[src/rtl/pe_pkg.sv]
// Shared definitions for the pin event unit.
// Assumes a 16-bit data bus, 32 pins and 6-bit byte offsets.
package pe_pkg;

    localparam int ADDR_W = 6;

    typedef enum logic [ADDR_W-1:0] {
        RA_PEND_LO = 6'h08, RA_PEND_HI = 6'h0A,
        RA_EN_LO   = 6'h0C, RA_EN_HI   = 6'h0E,
        RA_MODE_LO = 6'h10, RA_MODE_HI = 6'h12,
        RA_POL_LO  = 6'h14, RA_POL_HI  = 6'h16,
        RA_LAT_LO  = 6'h18, RA_LAT_HI  = 6'h1A,
        RA_FSEL_LO = 6'h20, RA_FSEL_HI = 6'h22,
        RA_RSEL_LO = 6'h24, RA_RSEL_HI = 6'h26
    } reg_addr_e;

    // True when the offset selects one of the defined registers.
    function automatic logic is_mapped(input logic [ADDR_W-1:0] a);
        case (a)
            RA_PEND_LO, RA_PEND_HI, RA_EN_LO, RA_EN_HI,
            RA_MODE_LO, RA_MODE_HI, RA_POL_LO, RA_POL_HI,
            RA_LAT_LO, RA_LAT_HI, RA_FSEL_LO, RA_FSEL_HI,
            RA_RSEL_LO, RA_RSEL_HI: is_mapped = 1'b1;
            default: is_mapped = 1'b0;
        endcase
    endfunction

endpackage

[src/rtl/pe_sync.sv]
// Two-flop input synchroniser with one extra history stage.
// cur_o is the synchronised pin value and prev_o is its value one cycle earlier.
// Assumes the pins are asynchronous to clk. The reset is synchronous and active low.
module pe_sync #(
    parameter int W = 32
) (
    input  logic         clk,
    input  logic         rst_n,
    input  logic [W-1:0] pin_i,
    output logic [W-1:0] cur_o,
    output logic [W-1:0] prev_o
);

    logic [W-1:0] meta_q;
    logic [W-1:0] cur_q;
    logic [W-1:0] prev_q;

    // Resolve metastability, then keep one cycle of history for edge finding.
    always_ff @(posedge clk) begin
        if (!rst_n) begin
            meta_q <= '0;
            cur_q  <= '0;
            prev_q <= '0;
        end else begin
            meta_q <= pin_i;
            cur_q  <= meta_q;
            prev_q <= cur_q;
        end
    end

    assign cur_o  = cur_q;
    assign prev_o = prev_q;

    // the synchronised value is the pin value from two edges earlier
    a_r1_sync_latency: assert property (@(posedge clk) disable iff (!rst_n)
        ($past(rst_n) && $past(rst_n, 2)) |-> (cur_o == $past(pin_i, 2)));

endmodule

[src/rtl/pe_detect.sv]
// Per-pin pending-state logic. Each pin works in one of three ways:
// level following, latched edge, or pass-through edge.
// Assumes the inputs are already synchronised and the configuration comes from registers.
// In latch mode, a new edge takes priority over an acknowledge.
module pe_detect #(
    parameter int N = 32
) (
    input  logic         clk,
    input  logic         rst_n,
    input  logic [N-1:0] cur_i,
    input  logic [N-1:0] prev_i,
    input  logic [N-1:0] mode_i,
    input  logic [N-1:0] pol_i,
    input  logic [N-1:0] lat_i,
    input  logic [N-1:0] fsel_i,
    input  logic [N-1:0] rsel_i,
    input  logic [N-1:0] ack_i,
    output logic [N-1:0] pend_o
);

    for (genvar i = 0; i < N; i++) begin : g_pin
        logic pend_q;
        logic edge_hit;

        // Qualify a rise or a fall with the pin's direction selects.
        always_comb begin
            edge_hit = (rsel_i[i] &  cur_i[i] & ~prev_i[i]) |
                       (fsel_i[i] & ~cur_i[i] &  prev_i[i]);
        end

        // Update the pending bit according to the pin's mode.
        always_ff @(posedge clk) begin
            if (!rst_n) begin
                pend_q <= 1'b0;
            end else if (!mode_i[i]) begin
                pend_q <= (cur_i[i] == pol_i[i]);
            end else if (lat_i[i]) begin
                pend_q <= edge_hit | (pend_q & ~ack_i[i]);
            end else begin
                pend_q <= edge_hit;
            end
        end

        assign pend_o[i] = pend_q;
    end

    // a latched pending bit survives unless it was acknowledged
    a_r3_latch_sticky: assert property (@(posedge clk) disable iff (!rst_n)
        rst_n |=> ((pend_o & $past(mode_i & lat_i & pend_o & ~ack_i))
                   == $past(mode_i & lat_i & pend_o & ~ack_i)));

    // a pass-through pin becomes pending only after its input changed
    a_r4_through_needs_change: assert property (@(posedge clk) disable iff (!rst_n)
        rst_n |=> ((pend_o & $past(mode_i & ~lat_i & ~(cur_i ^ prev_i))) == '0));

    // an edge pin with no direction selected never becomes pending
    a_r5_no_select_no_edge: assert property (@(posedge clk) disable iff (!rst_n)
        rst_n |=> ((pend_o & $past(mode_i & ~rsel_i & ~fsel_i & ~pend_o)) == '0));

endmodule

[src/rtl/pe_regs.sv]
// Register file for the pin event unit.
// Holds the per-pin enable, mode, polarity, latch and edge-select bits.
// It also turns writes to a pending register into acknowledge strobes
// and drives the combinational read-back.
// Assumes N equals twice the bus width. The reset is synchronous and active low.
module pe_regs
    import pe_pkg::*;
#(
    parameter int DW = 16,
    parameter int N  = 2 * DW
) (
    input  logic              clk,
    input  logic              rst_n,
    input  logic              wr_en,
    input  logic [ADDR_W-1:0] addr,
    input  logic [DW-1:0]     wr_data,
    input  logic [N-1:0]      pend_i,
    output logic [N-1:0]      en_o,
    output logic [N-1:0]      mode_o,
    output logic [N-1:0]      pol_o,
    output logic [N-1:0]      lat_o,
    output logic [N-1:0]      fsel_o,
    output logic [N-1:0]      rsel_o,
    output logic [N-1:0]      ack_o,
    output logic [DW-1:0]     rd_data
);

    localparam int LO_MSB = DW - 1;
    localparam int HI_LSB = DW;
    localparam int HI_MSB = N - 1;

    logic [N-1:0] en_q, mode_q, pol_q, lat_q, fsel_q, rsel_q;

    // Store configuration writes into the addressed half of each register pair.
    always_ff @(posedge clk) begin
        if (!rst_n) begin
            en_q   <= '0;
            mode_q <= '0;
            pol_q  <= '0;
            lat_q  <= '0;
            fsel_q <= '0;
            rsel_q <= '0;
        end else if (wr_en) begin
            case (addr)
                RA_EN_LO:   en_q[LO_MSB:0]        <= wr_data;
                RA_EN_HI:   en_q[HI_MSB:HI_LSB]   <= wr_data;
                RA_MODE_LO: mode_q[LO_MSB:0]      <= wr_data;
                RA_MODE_HI: mode_q[HI_MSB:HI_LSB] <= wr_data;
                RA_POL_LO:  pol_q[LO_MSB:0]       <= wr_data;
                RA_POL_HI:  pol_q[HI_MSB:HI_LSB]  <= wr_data;
                RA_LAT_LO:  lat_q[LO_MSB:0]       <= wr_data;
                RA_LAT_HI:  lat_q[HI_MSB:HI_LSB]  <= wr_data;
                RA_FSEL_LO: fsel_q[LO_MSB:0]      <= wr_data;
                RA_FSEL_HI: fsel_q[HI_MSB:HI_LSB] <= wr_data;
                RA_RSEL_LO: rsel_q[LO_MSB:0]      <= wr_data;
                RA_RSEL_HI: rsel_q[HI_MSB:HI_LSB] <= wr_data;
                default: ;
            endcase
        end
    end

    // Turn a write to a pending register into per-pin write-1-to-clear strobes.
    always_comb begin
        ack_o = '0;
        if (wr_en) begin
            case (addr)
                RA_PEND_LO: ack_o[LO_MSB:0]      = wr_data;
                RA_PEND_HI: ack_o[HI_MSB:HI_LSB] = wr_data;
                default: ;
            endcase
        end
    end

    // Select the read-back half-word; undefined offsets read as zero.
    always_comb begin
        case (addr)
            RA_PEND_LO: rd_data = pend_i[LO_MSB:0];
            RA_PEND_HI: rd_data = pend_i[HI_MSB:HI_LSB];
            RA_EN_LO:   rd_data = en_q[LO_MSB:0];
            RA_EN_HI:   rd_data = en_q[HI_MSB:HI_LSB];
            RA_MODE_LO: rd_data = mode_q[LO_MSB:0];
            RA_MODE_HI: rd_data = mode_q[HI_MSB:HI_LSB];
            RA_POL_LO:  rd_data = pol_q[LO_MSB:0];
            RA_POL_HI:  rd_data = pol_q[HI_MSB:HI_LSB];
            RA_LAT_LO:  rd_data = lat_q[LO_MSB:0];
            RA_LAT_HI:  rd_data = lat_q[HI_MSB:HI_LSB];
            RA_FSEL_LO: rd_data = fsel_q[LO_MSB:0];
            RA_FSEL_HI: rd_data = fsel_q[HI_MSB:HI_LSB];
            RA_RSEL_LO: rd_data = rsel_q[LO_MSB:0];
            RA_RSEL_HI: rd_data = rsel_q[HI_MSB:HI_LSB];
            default:    rd_data = '0;
        endcase
    end

    assign en_o   = en_q;
    assign mode_o = mode_q;
    assign pol_o  = pol_q;
    assign lat_o  = lat_q;
    assign fsel_o = fsel_q;
    assign rsel_o = rsel_q;

    // a write to an undefined offset leaves every control register as it was
    a_r9_unmapped_write_ignored: assert property (@(posedge clk) disable iff (!rst_n)
        (wr_en && !is_mapped(addr)) |=> $stable({en_q, mode_q, pol_q, lat_q, fsel_q, rsel_q}));

    // the control registers hold their value when no write occurs
    a_r11_hold_without_write: assert property (@(posedge clk) disable iff (!rst_n)
        !wr_en |=> $stable({en_q, mode_q, pol_q, lat_q, fsel_q, rsel_q}));

endmodule

[src/rtl/pin_event_unit.sv]
// Top level of the GPIO pin event unit.
// Synchronises the pins, detects level or edge events per pin, holds the
// control and pending registers on a 16-bit bus, and registers the
// combined interrupt request.
// Assumes a single clock and a synchronous active-low reset.
module pin_event_unit
    import pe_pkg::*;
#(
    parameter int DW = 16
) (
    input  logic                clk,
    input  logic                rst_n,
    input  logic [2*DW-1:0]     pin_i,
    input  logic                bus_we,
    input  logic [ADDR_W-1:0]   bus_addr,
    input  logic [DW-1:0]       bus_wdata,
    output logic [DW-1:0]       bus_rdata,
    output logic                irq_o
);

    localparam int N = 2 * DW;

    logic [N-1:0] cur, prev, pend, en, mode, pol, lat, fsel, rsel, ack;
    logic         irq_q;

    pe_sync #(.W(N)) u_sync (
        .clk    (clk),
        .rst_n  (rst_n),
        .pin_i  (pin_i),
        .cur_o  (cur),
        .prev_o (prev)
    );

    pe_detect #(.N(N)) u_detect (
        .clk    (clk),
        .rst_n  (rst_n),
        .cur_i  (cur),
        .prev_i (prev),
        .mode_i (mode),
        .pol_i  (pol),
        .lat_i  (lat),
        .fsel_i (fsel),
        .rsel_i (rsel),
        .ack_i  (ack),
        .pend_o (pend)
    );

    pe_regs #(.DW(DW), .N(N)) u_regs (
        .clk     (clk),
        .rst_n   (rst_n),
        .wr_en   (bus_we),
        .addr    (bus_addr),
        .wr_data (bus_wdata),
        .pend_i  (pend),
        .en_o    (en),
        .mode_o  (mode),
        .pol_o   (pol),
        .lat_o   (lat),
        .fsel_o  (fsel),
        .rsel_o  (rsel),
        .ack_o   (ack),
        .rd_data (bus_rdata)
    );

    // Register the OR of all enabled pending pins as the interrupt request.
    always_ff @(posedge clk) begin
        if (!rst_n) irq_q <= 1'b0;
        else        irq_q <= |(pend & en);
    end

    assign irq_o = irq_q;

    // with every enable clear in the previous cycle, no request is raised
    a_r7_masked_no_irq: assert property (@(posedge clk) disable iff (!rst_n)
        ($past(en) == '0) |-> !irq_o);

    // a raised request always has an enabled pending pin behind it
    a_r7_irq_has_source: assert property (@(posedge clk) disable iff (!rst_n)
        irq_o |-> ($past(pend & en) != '0));

endmodule

[config.mk]
export PLATFORM = sky130hd
export DESIGN_NAME = pin_event_unit
export DESIGN_NICKNAME = d
export VERILOG_FILES = /design/src/rtl/pe_pkg.sv /design/src/rtl/pe_sync.sv /design/src/rtl/pe_detect.sv /design/src/rtl/pe_regs.sv /design/src/rtl/pin_event_unit.sv
export SDC_FILE = /design/constraint.sdc
export NUM_CORES = 1
export LEC_CHECK = 0
export ABC_AREA = 1
export BUFFER_PORTS_ARGS = -buffer_cell sky130_fd_sc_hd__buf_2
export CELL_PAD_IN_SITES_DETAIL_PLACEMENT = 1
export CELL_PAD_IN_SITES_GLOBAL_PLACEMENT = 1
export CORE_UTILIZATION = 44
export DETAILED_ROUTE_END_ITERATION = 7
export PLACE_DENSITY_LB_ADDON = 0.15
export SLEW_MARGIN = 20
export SYNTH_ARGS = -nofsm -noshare
export SYNTH_HDL_FRONTEND = slang
export SYNTH_HIERARCHICAL = 1
export SYNTH_SLANG_ARGS = --single-unit
export TNS_END_PERCENT = 10
[constraint.sdc]
create_clock -name clk -period 1.93 [get_ports clk]
set_input_delay 0.2895 -clock clk [delete_from_list [all_inputs] [get_ports clk]]
set_output_delay 0.2895 -clock clk [all_outputs]
set_load 0.01 [all_outputs]
==> results.toml, run 1 <==
[status]
status = "finished with violations"
violations = "setup timing"

[clock_tree]
clockRootBuffer = "clkbuf_16"
cts.sink_count = 321
clkSlewWorstSetupHoldPaths_ns = 0.06
clk_latency_ns = 0.54
cts_tree = "built"
cts_buffers = 39
htreeDepth = 2
cts.path.max_buffers = 3

[sta]
slew_headroom_pct = 69.4
tns_ns = -0.655
skew_ns = 0.0142
timing.hold.ws_ns = 0.110
fin_ws_ns = -0.123
hold_viol = 0
worst_pin_slew_ns = 0.458
slew_violations = 0
min_period_ns = 2.05
grt_setup_unrepaired = "yes"
fmax_mhz = 487
layout_worst_path_cycle_share_pct = 106
setup_viol = 11

[power]
power.switching_mw = 3.84
combPwrFrac_pct = 6.8
seqPwrFrac_pct = 44.2
p_per_area_nw_per_um2 = 829
p_total_mw = 15.7
p_int_mw = 11.9
clkPwrFrac_pct = 49.0
swShare_pct = 24.5
p_leak_nw = 8.65
peakVddDrop_uv = 653

[worst_setup_path]
required_ns = 1.64
endpoint_kind = "output port"
r2r_slack_ns = 0.66
rr_worst_depth = 6
path_class = "input port to output port"
r2r-end = "irq_o$_SDFF_PN0_"
start_kind = "input port"
crit_fanout = 6
r2r_start = "u_detect/g_pin[3].pend_q$_SDFF_PN0_"
crit_arrival_ns = 1.76

[detailed_routing]
drtIter0Drc = 1507
wirelength_mm = 61.4
drtAntennaViolNets = 0
viasPerCell = 5.30
drt_pass1_iterations = 5
vias = 15889
drc = 0
wire_per_inst_um = 20.5

[synthesis]
syn_nets = 2464
syn_area_per_cell_sq_um = 6.43
synthTopCellsByArea = "dfxtp_1, inv_1, nand2_1"
netlist-cell-type-count = 22
syn_inst = 2407
ys_seq_elements = 321
postSynth.asyncResetShare_pct = 0
synthFlopType = "dfxtp_1"
yosysTopAreaCellShare_pct = 41.5
synth-edff-count = 0
syn_area_sq_um = 15500
seq_area_frac_synth_pct = 41.5
yosysTopAreaCell = "dfxtp_1"
yosysWarnings = 6
synth.top_cells.by_count = "inv_1, nand2_1, nor2_1"

[die]
design.core.area_sq_um = 34600
dieArea_sq_um = 36000
pin_count = 74
start_util_pct = 44.7
die_h_um = 190
num_rows = 68
chipWidth_um = 190

[placed_design]
place_ws_ns = -0.0412
placed_area_sq_um = 16600
dp_cells = 2874
port_buffers = 73
routabilityCongestion = 0.898
place_hpwl_mm = 39.6

[worst_hold_path]
hold_path_depth = 3
min-delay-start = "bus_wdata[15]"
hold_end = "u_regs/fsel_o[15]$_SDFFE_PN0P_"
hp-class = "input port to flip-flop"

[final_layout]
nNetsFinal = 2574
postLayoutCellArea_sq_um = 19000
fill_cells = 4509
fin_util_pct = 54.8
drive_above_1_share_pct = 14.5
area_growth_pct = 22.4
fin_cells = 3000

[global_routing]
antenna_found_initial = 3
grt_pass1_vias = 15639
grt_use_total_pct = 32.2
grt-ovfl-total = 0
grt_pass1_wl_mm = 88.9
grt_max_degree = 91

[job]
maxCapViolCount = 0
==> how the worst max path moves through the flow <==
stage / start / end / slack [ns] / cells past startpoint
floorplan: bus_addr[3] / bus_rdata[11] / 0.34 / 10
global placement: bus_addr[1] / bus_rdata[14] / -0.05 / 12
detailed placement: bus_addr[4] / bus_rdata[6] / -0.04 / 11
CTS: bus_addr[0] / bus_rdata[5] / -0.003 / 13
global route: bus_addr[1] / bus_rdata[4] / -0.15 / 13
finish: bus_addr[1] / bus_rdata[2] / -0.12 / 13
==> repair_timing <==
item | in CTS | in global routing
endpoints found under the hold margin | 32 | 0
gates cloned | 2 | 7
pin swaps | 2 | 18
setup endpoints to repair | 9 | 16
gates resized for setup | 13 | 113
buffers inserted | 4 | 13
hold buffers | 32 | 0
==> power groups by stage <==
stage | combinational (mW) | clock [mW] | sequential, mW
detailed placement | 0.874 | 0 | 7.08
global route | 1.15 | 8.05 | 6.95
floorplan | 0.600 | 0 | 7.01
CTS | 0.964 | 7.78 | 6.93
global placement | 0.842 | 0 | 7.07
finish | 1.07 | 7.70 | 6.94
==> layout by cell type (no fill, tap or decap), types with 4 or more instances in the layout <==
cell type	instances
inv_1	449
nand2_1	447
nor2_1	383
dfxtp_1	318
nand3_1	195
o21ai_0	175
a21oi_1	113
buf_2	66
buf_4	59
clkbuf_16	43
nand3_2	41
dlygate4sd3_1	32
nor3_1	32
buf_12	29
inv_2	27
nand2_2	21
buf_6	20
a211oi_1	17
nor2_4	12
nor2_2	11
clkbuf_8	9
clkbuf_1	8
bufinv_16	5
nand3_4	4
buf_8	4
==> cell families (layout without fill, tap and decap cells) <==
kind of cell    count (synthesis)  after routing  share of synthesized area, %
compound gates                305            305                          10.1
flops                         321            321                          41.5
other cells                     0              2                             0
simple gates                 1153           1153                          31.7
buf+inv                       628            764                          16.7
==> worst max-delay path: stages <==
cell,delay [ns]
buf_6,0.13
inv_4,0.05
nor2_1,0.12
buf_4,0.23
nand3_2,0.11
inv_2,0.11
buf_4,0.12
buf_6,0.13
nand2_1,0.07
nand2_1,0.08
nor2_1,0.06
nand2_1,0.10
buf_2,0.14
==> final cells by class <==
class                      instances  area [sq um]  share of cell area, %
antenna                            2          5.00                 0.0264
clock buffer                      55          1120                   5.89
sequential                       321          6430                   33.9
clock inverter                    12           205                   1.08
tap                              455           569                   3.00
timing repair buffer             217          2130                   11.2
inverter                         480          1810                   9.54
multi-input combinational       1458          6700                   35.3
==> routing by layer <==
metal / vias to the layer above / global-route usage [%] / share of wire (%)
li1: 7497 / - / -
met1: 7623 / 44.0 / 44
met2: 623 / 52.2 / 45
met3: 146 / 4.85 / 7.5
met4: 0 / 9.58 / 3.6
met5: - / 0 / 0
Power figures use the tool's default switching activity.
==> inputs of run 2 (changes only) <==
- CELL_PAD_IN_SITES_GLOBAL_PLACEMENT: 1 -> 2
- CORE_ASPECT_RATIO: not set -> 1.1
- CORE_MARGIN: not set -> 1.5
- CORE_UTILIZATION: 44 -> 34
==> run 2 against run 1 <==
  * The run still ends with setup timing left
  * Register-to-register slack barely moved
  * Clock power rose by 1%
  * Die area up 30%
  * Critical path type unchanged
  * Critical endpoint is now bus_rdata[14]
==> results.toml, run 2 (synthesis gave the netlist of run 1 again) <==
[detailed_routing]
drt_pass1_iterations = 5
vias = 15224
drc = 0
drtIter0Drc = 893
viasPerCell = 4.83
wirelength_mm = 61.5
drtAntennaViolNets = 0
wire_per_inst_um = 19.5

[sta]
grt_setup_unrepaired = "yes"
fmax_mhz = 518
slew_violations = 0
worst_pin_slew_ns = 0.518
min_period_ns = 1.93
skew_ns = 0.0172
hold_viol = 0
tns_ns = -0.000638
slew_headroom_pct = 65.5
timing.hold.ws_ns = 0.0398
layout_worst_path_cycle_share_pct = 100
fin_ws_ns = -0.000638
setup_viol = 1

[worst_setup_path]
path_cells = "buf_4 -> inv_2 -> nor2_4 -> buf_4 -> buf_12 -> clkbuf_16 -> nand3_1 -> nand2_1 -> inv_1 -> nand2_1 -> nor2_2 -> nand2_2 -> buf_6"
required_ns = 1.64
path_class = "input port to output port"
rr_worst_depth = 6
worst_path_max_delay_cell = "nor2_2"
crit_arrival_ns = 1.64
critical_path.max_stage_delay_ns = 0.18
crit_path_start = "bus_addr[4]"
r2r_start = "u_detect/g_pin[2].pend_q$_SDFF_PN0_"
endpoint_kind = "output port"
crit_fanout = 7
start_kind = "input port"

[status]
status = "finished with violations"
violations = "setup timing"

[die]
num_rows = 81
start_util_pct = 34.7
design.core.area_sq_um = 44700
dieArea_sq_um = 46800
die_h_um = 227
chipWidth_um = 207
pin_count = 74

[placed_design]
place_ws_ns = -0.143
routabilityCongestion = 0.862
place_hpwl_mm = 42.0
port_buffers = 73

[clock_tree]
clockRootBuffer = "clkbuf_16"
clkSlewWorstSetupHoldPaths_ns = 0.06
cts.path.max_buffers = 3
clk_latency_ns = 0.57
htreeDepth = 2
cts.sink_count = 321
cts_buffers = 40
cts_tree = "built"

[final_layout]
ff_latch_area_sq_um = 6430
area_growth_pct = 26.5
nNetsFinal = 2595
fin_util_pct = 43.8
multi_input_area_sq_um = 6750
layout_commonest_cell = "inv_1"
layout_common_cells = "inv_1, nand2_1, nor2_1"
drive_above_1_share_pct = 15.7
fill_cells = 5673

[power]
p_per_area_nw_per_um2 = 810
swShare_pct = 24.8
power.switching_mw = 3.94
p_int_mw = 11.9
combPwrFrac_pct = 7.0
peakVddDrop_uv = 565
seqPwrFrac_pct = 43.7
p_leak_nw = 8.86
p_total_mw = 15.9
clkPwrFrac_pct = 49.2

[global_routing]
grt-ovfl-total = 0
antenna_found_initial = 4
grt_pass1_vias = 14810
grt_use_total_pct = 25.7
grt_pass1_wl_mm = 89.4
grt_max_degree = 78

[worst_hold_path]
min-delay-start = "rst_n"
hp-class = "input port to flip-flop"
hold_path_depth = 3

[job]
maxCapViolCount = 0
[run 2: path summary, 6_finish.rpt]
| kind | endpoint | slack, ns |
|---|---|---|
| setup / recovery | bus_rdata[14] | -0.0006 |
| setup reg to reg | irq_o$_SDFF_PN0_ | 0.66 |
| hold / removal | u_regs/lat_o[13]$_SDFFE_PN0P_ | 0.04 |
| hold reg to reg | u_sync/cur_o[5]$_SDFF_PN0_ | 0.41 |
[run 2: through the flow]
stage | cell area, sq um | instances
after floorplan | 15500 | 2407
after global placement | 17000 | 3014
after detailed placement | 17000 | 3014
after CTS | 18900 | 3126
after global routing | 19600 | 3149
final | 19600 | 3150
[run 2: repair_timing]
| action | in CTS | in global routing |
|---|---|---|
| endpoints found under the hold margin | 32 | 0 |
| setup endpoints to repair | 16 | 16 |
| gates resized for setup | 35 | 106 |
| hold buffers | 32 | 0 |
| gates cloned | 2 | 8 |
| pin swaps | 4 | 35 |
| buffers inserted | 6 | 15 |
[run 2: critical path, delay by kind of cell]
family / cells / cell delay [ns]
simple gates: 6 / 0.52
buf+inv: 7 / 0.83
[run 2: layout make-up]
cell class	instances	area share, %
multi-input cells	1458	34.4
inverters	480	9.27
flip-flops and latches	321	32.8
clock buffers	55	5.86
repair buffers	237	12.9
clock inverters	17	1.00
well taps	581	3.71
diodes	1	0.0128
[run 2: metal layers]
metal	vias to the layer above	wire, um	GRT usage (%)
li1	7550	-	-
met3	85	2860	3.02
met2	335	27700	41.1
met1	7254	29300	36.0
met5	-	0	0
met4	0	1600	7.62
[run 2: power by group through the flow]
stage,Combinational [mW],Clock [mW],Sequential [mW]
3_3_place_gp,0.886,0,7.07
6_report,1.12,7.81,6.93
4_1_cts,0.986,7.99,6.93
3_5_place_dp,0.903,0,7.08
2_1_floorplan,0.600,0,7.01
5_1_grt,1.22,8.28,6.95
==> inputs of run 3 (changes only) <==
- SYNTH_HIERARCHICAL: 1 -> not set
==> run 3 against run 2 <==
  * Die area fell by 8.4%
  * Worst hold slack improved by 0.10 ns
  * Critical path depth fell by 1
  * Sequential power barely moved
  * Utilization rose by 0.12 points
  * Register-to-register slack barely moved
  * Cell count fell by 10%
  * Largest power group unchanged
  * Power fell by 2.4%
  * Flip-flop and latch count did not move
  * The flow still finishes with violations (setup timing)
  * Cell area fell by 7.6%
  * Synthesized cell count fell by 12%
  * Area after synthesis fell by 8.5%
==> results.toml, run 3 <==
[status]
status = "finished with violations"
violations = "setup timing"

[synthesis]
ys_seq_elements = 321
syn_area_per_cell_sq_um = 6.72
netlist-cell-type-count = 18
postSynth.asyncResetShare_pct = 0
syn_nets = 2166
synthTopCellsByArea = "dfxtp_1, nand2_1, nor2_1"
synth.top_cells.by_count = "nand2_1, nor2_1, dfxtp_1"
syn_area_sq_um = 14200
yosysTopAreaCellShare_pct = 45.3
yosysMostFrequentCell = "nand2_1"
syn_inst = 2109
synthFlopType = "dfxtp_1"
yosysWarnings = 0
yosysTopAreaCell = "dfxtp_1"
seq_area_frac_synth_pct = 45.3
synth-edff-count = 0

[detailed_routing]
wire_per_inst_um = 21.3
drc = 0
wirelength_mm = 60.3
drt_pass1_iterations = 5
viasPerCell = 5.07
drtAntennaViolNets = 0
drtIter0Drc = 873
vias = 14369

[sta]
grt_setup_unrepaired = "yes"
tns_ns = -0.0574
layout_worst_path_cycle_share_pct = 102
worst_pin_slew_ns = 0.613
min_period_ns = 1.97
slew_violations = 0
fin_ws_ns = -0.0362
setup_viol = 3
fmax_mhz = 509
skew_ns = 0.00907
slew_headroom_pct = 59.0
hold_viol = 0

[die]
dieArea_sq_um = 42900
die_h_um = 217
pin_count = 74
start_util_pct = 34.4
num_rows = 78
design.core.area_sq_um = 41200
chipWidth_um = 198

[final_layout]
fin_cells = 2835
ff_latch_area_sq_um = 6430
layout_common_cells = "nand2_1, dfxtp_1, nor2_1"
postLayoutCellArea_sq_um = 18100
layout_commonest_cell = "nand2_1"
drive_above_1_share_pct = 13.1
nNetsFinal = 2305
antenna_cells = 0
fin_util_pct = 44.0
multi_input_area_sq_um = 6230
area_growth_pct = 27.7
fill_cells = 5213

[clock_tree]
cts_buffers = 38
htreeDepth = 2
cts_tree = "built"
clockRootBuffer = "clkbuf_16"
clkSlewWorstSetupHoldPaths_ns = 0.06
clk_latency_ns = 0.56
cts.sink_count = 321
cts.path.max_buffers = 3

[job]
maxCapViolCount = 0

[worst_setup_path]
r2r_start = "u_detect.g_pin[7].pend_q$_SDFF_PN0_"
required_ns = 1.64
rr_worst_depth = 6
crit_arrival_ns = 1.68
endpoint_kind = "output port"
crit_fanout = 9
path_class = "input port to output port"
r2r-end = "irq_o$_SDFF_PN0_"
start_kind = "input port"
r2r_slack_ns = 0.65

[power]
combPwrFrac_pct = 6.8
peakVddDrop_uv = 516
p_total_mw = 15.5
seqPwrFrac_pct = 44.7
clkPwrFrac_pct = 48.4
swShare_pct = 24.4
power.switching_mw = 3.77
p_per_area_nw_per_um2 = 856
p_int_mw = 11.7
p_leak_nw = 7.87

[global_routing]
grt-ovfl-total = 0
grt_use_total_pct = 26.7
antenna_found_initial = 1
grt_pass1_vias = 13980
grt_max_degree = 55
grt_pass1_wl_mm = 85.6

[placed_design]
port_buffers = 73
placed_area_sq_um = 15800
dp_cells = 2709
routabilityCongestion = 0.839
place_hpwl_mm = 38.1

[worst_hold_path]
hold_end = "u_regs.fsel_o[5]$_SDFFE_PN0P_"
hold_path_depth = 3
hp-class = "input port to flip-flop"
min-delay-start = "bus_wdata[5]"
-- run 3: cell count changes after synthesis, moves of 22 or more --
cell,before,now
o22ai_1,0,31
nand3_2,35,0
nor2_1,397,323
inv_1,460,314
buf_4,34,0
nand3_1,205,160
o21ai_0,175,224
nand2_1,460,377
a21oi_1,113,178
nor3_1,33,1
clkbuf_1,75,97
xnor2_1,0,32
-- run 3: per-layer routing --
layer  track usage, %  routed length [um]
met5                0                   0
met3             3.73                3130
met4             8.65                1850
met1             38.3               28600
met2             41.1               26700
-- run 3: logic make-up after synthesis --
group                     synth area share (%)
and+or+nand+nor                           25.3
xor gates and xnor gates                  1.98
DFF                                       45.3
AOI/OAI and AO/OA                         15.6
buffers and inverters                     11.8
-- run 3: how the worst max path moves through the flow --
| stage | startpoint | end | slack [ns] | cells after the start |
|---|---|---|---|---|
| after floorplan | bus_addr[0] | bus_rdata[11] | 0.31 | 10 |
| after global placement | bus_addr[5] | bus_rdata[3] | -0.04 | 10 |
| after detailed placement | bus_addr[1] | bus_rdata[13] | -0.04 | 12 |
| after CTS | bus_addr[1] | bus_rdata[14] | -0.03 | 12 |
| after global routing | bus_addr[1] | bus_rdata[9] | -0.08 | 12 |
| final | bus_addr[1] | bus_rdata[9] | -0.04 | 12 |
-- run 3: worst max-delay path, cell delays in order --
cell,delay (ns)
buf_2,0.13
inv_2,0.06
nor2_1,0.10
buf_4,0.18
nand3_2,0.15
buf_12,0.19
nor2_1,0.09
nor2_1,0.05
nand2_1,0.10
nor2_1,0.06
nand2_1,0.12
buf_2,0.16
-- run 3: cell type report --
cell class,count,share of cell area [%]
Clock buffer,58,6.61
Clock inverter,9,0.560
Inverter,319,6.61
Multi-Input combinational cell,1350,34.4
Sequential cell,321,35.5
Tap cell,560,3.87
Timing Repair Buffer,218,12.4
-- run 3: power groups by stage --
stage / Sequential (mW) / Clock (mW) / Combinational (mW)
after floorplan: 7.01 / 0 / 0.457
after global placement: 7.06 / 0 / 0.856
after detailed placement: 7.07 / 0 / 0.873
after CTS: 6.92 / 7.65 / 0.929
after global routing: 6.94 / 7.93 / 1.15
final: 6.93 / 7.50 / 1.06
-- run 3: through the flow --
stage | setup WS, ns | hold WS, ns
6_report | -0.0362 | 0.142
5_1_grt | -0.0783 | 0.150
4_1_cts | -0.0282 | 0.120
3_5_place_dp | -0.0438 | 0.402
3_3_place_gp | -0.0441 | 0.395
2_1_floorplan | 0.308 | 0.387
-- run 3: repair_timing --
action | CTS | global route
pin swaps | 1 | 15
buffers inserted | 0 | 15
setup endpoints to repair | 13 | 16
hold buffers | 32 | 0
hold endpoints to repair | 32 | 0
resized for setup | 9 | 60
gates cloned | 0 | 14
